### src/rtl/dll_sup_pkg.sv
package dll_sup_pkg;
  // positions decoded by the DLL itself
  localparam int unsigned EN_BIT    = 31;
  localparam int unsigned REFSEL_BIT = 30;
  localparam int unsigned UPD_NEW_BIT = 23;
  localparam int unsigned UPD_OLD_BIT = 30;
  localparam int unsigned FLOCK_BIT = 5;
  localparam int unsigned BYP_BIT   = 0;
  localparam int unsigned PH0_LSB   = 16;
  localparam int unsigned PH1_LSB   = 24;
  localparam int unsigned PH_W      = 6;
  localparam logic [PH_W-1:0] PH_QUARTER = 6'h1F;

  typedef enum logic [1:0] {
    S_IDLE = 2'd0,
    S_WAIT = 2'd1,
    S_CALC = 2'd2
  } sup_state_e;
endpackage

### src/rtl/dll_word_build.sv
module dll_word_build
  import dll_sup_pkg::*;
(
  input  logic [31:0] cur_word,
  input  logic        new_variant,
  output logic [31:0] en_word
);
  always_comb begin
    en_word = cur_word;
    en_word[EN_BIT]    = 1'b1;
    en_word[FLOCK_BIT] = 1'b1;
    en_word[BYP_BIT]   = 1'b0;
    en_word[PH0_LSB +: PH_W] = PH_QUARTER;
    en_word[PH1_LSB +: PH_W] = PH_QUARTER;
    if (new_variant) begin
      en_word[UPD_NEW_BIT] = 1'b1;
      en_word[REFSEL_BIT]  = 1'b0;
    end else begin
      en_word[UPD_OLD_BIT] = 1'b1;
    end
  end
endmodule

### src/rtl/dll_lock_timer.sv
module dll_lock_timer #(
  parameter int unsigned LIMIT = 6400000
) (
  input  logic clk,
  input  logic rst,
  input  logic run,
  output logic expired
);
  localparam int unsigned CW = $clog2(LIMIT + 1);
  localparam logic [CW-1:0] LAST = CW'(LIMIT - 1);

  logic [CW-1:0] cnt;

  always_ff @(posedge clk) begin
    if (rst || !run) cnt <= '0;
    else if (cnt != LAST) cnt <= cnt + 1'b1;
  end

  assign expired = run && (cnt == LAST);


  cnt_range_chk: assert property (@(posedge clk) disable iff (rst)
    !run |=> (cnt == '0));
endmodule

### src/rtl/dll_step_div.sv
module dll_step_div #(
  parameter int unsigned DLY_W = 10,
  parameter int unsigned DIV_W = 8
) (
  input  logic             clk,
  input  logic             rst,
  input  logic             go,
  input  logic [DLY_W-1:0] dividend,
  input  logic [DIV_W-1:0] divisor,
  output logic             fin,
  output logic [DLY_W-1:0] quot
);
  localparam int unsigned IW = $clog2(DLY_W + 1);
  localparam int unsigned PW = DLY_W + DIV_W + 1;

  logic [DIV_W-1:0] rem;
  logic [DIV_W-1:0] d_q;
  logic [DLY_W-1:0] n_q;
  logic [IW-1:0]    left;
  logic             busy;
  logic [DIV_W:0]   trial;

  assign trial = {rem, quot[DLY_W-1]};

  always_ff @(posedge clk) begin
    if (rst) begin
      rem  <= '0;
      d_q  <= '0;
      n_q  <= '0;
      quot <= '0;
      left <= '0;
      busy <= 1'b0;
      fin  <= 1'b0;
    end else begin
      fin <= 1'b0;
      if (go) begin
        rem  <= '0;
        quot <= dividend;
        n_q  <= dividend;
        d_q  <= (divisor == '0) ? DIV_W'(1) : divisor;
        left <= IW'(DLY_W);
        busy <= 1'b1;
      end else if (busy) begin
        if (trial >= {1'b0, d_q}) begin
          rem  <= DIV_W'(trial - {1'b0, d_q});
          quot <= {quot[DLY_W-2:0], 1'b1};
        end else begin
          rem  <= trial[DIV_W-1:0];
          quot <= {quot[DLY_W-2:0], 1'b0};
        end
        left <= left - 1'b1;
        if (left == IW'(1)) begin
          busy <= 1'b0;
          fin  <= 1'b1;
        end
      end
    end
  end


  quot_bound_chk: assert property (@(posedge clk) disable iff (rst)
    fin |-> ((PW'(quot) * PW'(d_q) <= PW'(n_q)) &&
             (PW'(n_q) < (PW'(quot) + PW'(1)) * PW'(d_q))));
endmodule

### src/rtl/dll_lock_supervisor.sv
module dll_lock_supervisor
  import dll_sup_pkg::*;
#(
  parameter int unsigned FREQ_W      = 20,
  parameter int unsigned SLOW_KHZ    = 52000,
  parameter int unsigned LOCK_CYCLES = 6400000,
  parameter int unsigned DLY_W       = 10,
  parameter int unsigned STEP_W      = 6,
  parameter int unsigned CONS_W      = 4
) (
  input  logic              clk,
  input  logic              rst,
  input  logic              start,
  input  logic [FREQ_W-1:0] card_khz,
  input  logic              new_variant,
  input  logic [31:0]       dll_ctrl_rd,
  input  logic              dll_lock,
  input  logic [DLY_W-1:0]  dll_delay,
  input  logic [7:0]        step_div,
  input  logic [CONS_W-1:0] consec_cfg,
  output logic [31:0]       dll_ctrl_wr,
  output logic              dll_ctrl_we,
  output logic              done,
  output logic              err_slow_clk,
  output logic              err_lock_timeout,
  output logic [STEP_W-1:0] tune_step,
  output logic [CONS_W-1:0] tune_consec
);
  localparam logic [FREQ_W-1:0] SLOW_LIM = FREQ_W'(SLOW_KHZ);
  localparam logic [DLY_W-1:0]  STEP_MAX = DLY_W'((1 << STEP_W) - 1);

  sup_state_e       state;
  logic [31:0]      en_word;
  logic [1:0]       lock_sync;
  logic             win_over;
  logic             div_go;
  logic             div_fin;
  logic [DLY_W-1:0] div_q;
  logic             too_slow;

  assign too_slow = (card_khz <= SLOW_LIM);

  dll_word_build u_word (
    .cur_word   (dll_ctrl_rd),
    .new_variant(new_variant),
    .en_word    (en_word)
  );

  dll_lock_timer #(.LIMIT(LOCK_CYCLES)) u_timer (
    .clk    (clk),
    .rst    (rst),
    .run    (state == S_WAIT),
    .expired(win_over)
  );

  dll_step_div #(.DLY_W(DLY_W), .DIV_W(8)) u_div (
    .clk     (clk),
    .rst     (rst),
    .go      (div_go),
    .dividend(dll_delay),
    .divisor (step_div),
    .fin     (div_fin),
    .quot    (div_q)
  );

  always_ff @(posedge clk) begin
    if (rst) lock_sync <= '0;
    else     lock_sync <= {lock_sync[0], dll_lock};
  end

  always_ff @(posedge clk) begin
    if (rst) begin
      state            <= S_IDLE;
      dll_ctrl_wr      <= '0;
      dll_ctrl_we      <= 1'b0;
      done             <= 1'b0;
      err_slow_clk     <= 1'b0;
      err_lock_timeout <= 1'b0;
      tune_step        <= '0;
      tune_consec      <= '0;
      div_go           <= 1'b0;
    end else begin
      done        <= 1'b0;
      dll_ctrl_we <= 1'b0;
      div_go      <= 1'b0;
      unique case (state)
        S_IDLE: if (start) begin
          err_slow_clk     <= 1'b0;
          err_lock_timeout <= 1'b0;
          if (too_slow) begin
            err_slow_clk <= 1'b1;
            done         <= 1'b1;
          end else if (dll_ctrl_rd[EN_BIT]) begin
            div_go <= 1'b1;
            state  <= S_CALC;
          end else begin
            dll_ctrl_wr <= en_word;
            dll_ctrl_we <= 1'b1;
            state       <= S_WAIT;
          end
        end
        S_WAIT: begin
          if (lock_sync[1]) begin
            div_go <= 1'b1;
            state  <= S_CALC;
          end else if (win_over) begin
            err_lock_timeout <= 1'b1;
            done             <= 1'b1;
            state            <= S_IDLE;
          end
        end
        S_CALC: if (div_fin) begin
          tune_step   <= (div_q > STEP_MAX) ? STEP_MAX[STEP_W-1:0] : div_q[STEP_W-1:0];
          tune_consec <= consec_cfg;
          done        <= 1'b1;
          state       <= S_IDLE;
        end
        default: state <= S_IDLE;
      endcase
    end
  end


  we_shape_chk: assert property (@(posedge clk) disable iff (rst)
    dll_ctrl_we |-> (dll_ctrl_wr[EN_BIT] && dll_ctrl_wr[FLOCK_BIT] && !dll_ctrl_wr[BYP_BIT]));

  we_single_chk: assert property (@(posedge clk) disable iff (rst)
    dll_ctrl_we |=> !dll_ctrl_we);

  err_excl_chk: assert property (@(posedge clk) disable iff (rst)
    !(err_slow_clk && err_lock_timeout));

  slow_nowrite_chk: assert property (@(posedge clk) disable iff (rst)
    (done && err_slow_clk) |-> !dll_ctrl_we);

  timeout_hold_chk: assert property (@(posedge clk) disable iff (rst)
    (done && err_lock_timeout) |-> $stable(tune_step));
endmodule

### config.mk
export PLATFORM = sky130hd
export DESIGN_NAME = dll_lock_supervisor
export DESIGN_NICKNAME = d
export VERILOG_FILES = /design/src/rtl/dll_sup_pkg.sv /design/src/rtl/dll_word_build.sv /design/src/rtl/dll_lock_timer.sv /design/src/rtl/dll_step_div.sv /design/src/rtl/dll_lock_supervisor.sv
export SDC_FILE = /design/constraint.sdc
export NUM_CORES = 1
export LEC_CHECK = 0
export BUFFER_PORTS_ARGS = -buffer_cell sky130_fd_sc_hd__buf_2
export CAP_MARGIN = 15
export CORE_MARGIN = 4
export CORE_UTILIZATION = 58
export CTS_BUF_LIST = sky130_fd_sc_hd__clkbuf_4
export DETAILED_ROUTE_END_ITERATION = 8
export HOLD_SLACK_MARGIN = 0.06
export PLACE_DENSITY = 0.95
export REMOVE_ABC_BUFFERS = 1
export SLEW_MARGIN = 20
export SYNTH_ARGS = -nofsm -noshare
export SYNTH_HDL_FRONTEND = slang
export SYNTH_SLANG_ARGS = --single-unit
### constraint.sdc
create_clock -name clk -period 3.4 [get_ports clk]
set_input_delay 0.68 -clock clk [delete_from_list [all_inputs] [get_ports clk]]
set_output_delay 0.68 -clock clk [all_outputs]
set_load 0.02 [all_outputs]
==> flow_metrics.py <==
metrics = {
    "cts": {
        "clk_path_buf_depth": 2,
        "tritoncts": "built",
        "ctsHoldBuffers": 0,
        "cts.repair.resized": 0,
        "cts_buffers": 9,
        "path_clk_slew_ns": 0.16,
        "cts_root_buffer": "clkbuf_4",
        "clock_sinks": 92,
        "clock_latency_ns": 0.44,
        "cts-htree-levels": 3,
        "cts_setup_buffers": 0,
    },
    "routing": {
        "drtIter0Drc": 207,
        "drcViolationCount": 0,
        "ant_nets": 0,
        "via_per_inst": 5.54,
        "drt_wl_total_mm": 9.90,
        "drt_pre_antenna_iters": 6,
        "vias": 3755,
        "wl_per_cell_um": 14.6,
    },
    "sta": {
        "rsz0062_at_grt": "no",
        "max-slew-margin-rel_pct": 37.7,
        "fin_crit_ns": 2.42,
        "fin_skew_ns": 0.0217,
        "max_freq_mhz": 414,
        "hold_violations": 0,
        "finalCritPeriodShare_pct": 71.1,
        "tightest_slew_ns": 0.931,
        "final.setup.tns_ns": 0,
        "drv_slew": 0,
        "fin_ws_ns": 0.984,
        "setup_viol": 0,
    },
    "worst_setup_path": {
        "required_ns": 3.69,
        "start_kind": "flop",
        "crit_chain": "inv_1, ha_1, a21o_1, a21oi_1, o21ai_1, a41oi_2, buf_4, mux2i_1, a21oi_1",
        "critPathCaptureType": "flop",
        "r2r-start": "u_div.d_q[3]",
        "cp_common_cell": "a21oi_1",
        "startpoint": "u_div.d_q[3]",
        "max_stage_delay_ns": 0.45,
        "cp_max_fo": 8,
        "reg2reg_depth": 9,
        "critPathBufInv": 2,
        "cp_num_cells": 9,
        "crit_slowest_cell": "a41oi_2",
        "crit_family": "compound AO/OA/AOI/OAI gates",
        "arrival_ns": 2.70,
        "crit_type": "flop to flop",
    },
    "logic_synthesis": {
        "yosysSeqAreaShare_pct": 42.4,
        "ys_async_sr_fraction_pct": 0,
        "synth_edf_count": 0,
        "ys.flop_type": "dfxtp_1",
        "yosysTopAreaCell": "dfxtp_1",
        "synth.most_common_cell": "nor2_1",
        "ys_warn_count": 0,
        "netlist_top_cells_area": "dfxtp_1 (42%), mux2i_1 (9.2%), nor2_1 (8.6%), xor2_1 (3.4%), ha_1 (3.2%)",
        "syn_inst": 489,
        "syn_avg_cell_area_um2": 8.88,
        "synth_top_area_share_pct": 42.4,
        "ys_ff_latch": 92,
        "yosys-top-cells-count": "nor2_1 (100), dfxtp_1 (92), mux2i_1 (40)",
        "syn_area_um2": 4340,
        "synth_cell_type_count": 58,
    },
    "place": {
        "pre_cts_ws_ns": 0.983,
        "io_buffer_count": 106,
        "gp_congestion": 0.839,
        "dp_hpwl_mm": 7.23,
    },
    "layout": {
        "drive_gt1_share_pct": 24.7,
        "num_antenna_cells": 0,
        "fill_cells": 543,
        "final_nets": 665,
        "area_delta_synth_final_pct": 13.6,
    },
    "power_and_ir_drop": {
        "p_per_area_nw_per_um2": 428,
        "ir_drop_v": 0.000274,
        "p_leak_nw": 2.05,
    },
    "min_path": {
        "hp-class": "primary input to flop",
        "min_path_cells": 2,
        "min-delay-start": "new_variant",
    },
    "floorplanning": {
        "dieArea_um2": 8940,
        "num_io_pins": 125,
        "die_x_um": 94.5,
        "start_util_pct": 59.9,
        "core.rowCount": 31,
        "core_um2": 7250,
        "die_h_um": 94.5,
    },
    "global_route": {
        "antenna_found_initial": 0,
        "grt_pass1_vias": 3720,
        "gr-total-overflow": 0,
        "grt_pass1_wl_mm": 16.2,
        "grt_use_total_pct": 22.2,
        "grt_start_max_net_pins": 46,
    },
    "job": {
        "drv_cap": 0,
    },
    "outcome": {
        "outcome": "complete, no violations",
    },
}
==> stage by stage <==
step | area [µm²] | hold slack (ns) | utilization (%) | total power [mW] | cells
6_report | 4940 | 0.417 | 68.1 | 2.11 | 678
3_3_place_gp | 4800 | 0.425 | 66.2 | 1.53 | 662
5_1_grt | 4940 | 0.382 | 68.1 | 2.21 | 678
2_1_floorplan | 4110 | 0.414 | - | 1.42 | 452
3_5_place_dp | 4800 | 0.421 | 66.2 | 1.55 | 662
4_1_cts | 4940 | 0.398 | 68.1 | 2.12 | 678
==> cell families after synthesis <==
kind of cell	synth area share, %
simple gates	21.2
flops	42.4
compound gates	11.3
buf+inv	6.68
mux	9.48
xor+xnor	5.24
fa+ha+maj	3.63
other cells	0.0863
==> where the power goes <==
part / switching (mW) / internal [mW]
registers: 0.0345 / 1.12
logic: 0.217 / 0.169
clock network: 0.405 / 0.169
total: 0.656 / 1.46
==> layout make-up <==
type | count | area (µm²) | area share [%]
Clock buffer | 9 | 67.6 | 1.37
Sequential cell | 92 | 1840 | 37.3
Tap cell | 99 | 124 | 2.51
Multi-Input combinational cell | 348 | 2220 | 45.0
Timing Repair Buffer | 111 | 568 | 11.5
Clock inverter | 7 | 70.1 | 1.42
Inverter | 12 | 45.0 | 0.913
==> path summary, 6_finish.rpt <==
kind                     endpoint  slack [ns]
hold / removal    dll_ctrl_wr[30]        0.42
hold reg to reg      lock_sync[1]        0.44
setup reg to reg     u_div.rem[2]        0.98
setup / recovery     u_div.rem[2]        0.98
==> worst reg2reg max path, stage by stage (launching register included) <==
cell and delay (ns):
dfxtp_1 0.36, inv_1 0.05, ha_1 0.35, a21o_1 0.20, a21oi_1 0.21, o21ai_1 0.12
a41oi_2 0.45, buf_4 0.24, mux2i_1 0.21, a21oi_1 0.09
==> per-layer routing <==
metal | vias to the layer above | GRT usage (%) | part of all wire (%)
met4 | 0 | 10.9 | 3.3
li1 | 1835 | - | -
met3 | 37 | 5.02 | 4.0
met2 | 107 | 38.2 | 52
met1 | 1776 | 26.0 | 41
met5 | - | 0 | 0
==> state kept, by name, summed over array words and instances (netlist names), 2 cells and up <==
name and cells:
u_div.left 4, lock_sync 2, tune_step 6, u_div.rem 8, dll_ctrl_wr 18, u_timer.cnt 23, state 2, u_div.quot 10
u_div.d_q 8, tune_consec 4
==> layout by cell type, fill, tap and decap left out, drive strengths merged, types with 14 or more instances in the layout <==
cell / instances
inv: 15
buf: 111
dfxtp: 92
nor3: 15
a21oi: 25
xor2: 17
nor2: 100
mux2i: 40
nand2: 24
nand3: 14
Note: power is estimated with default switching activity, not from simulation.
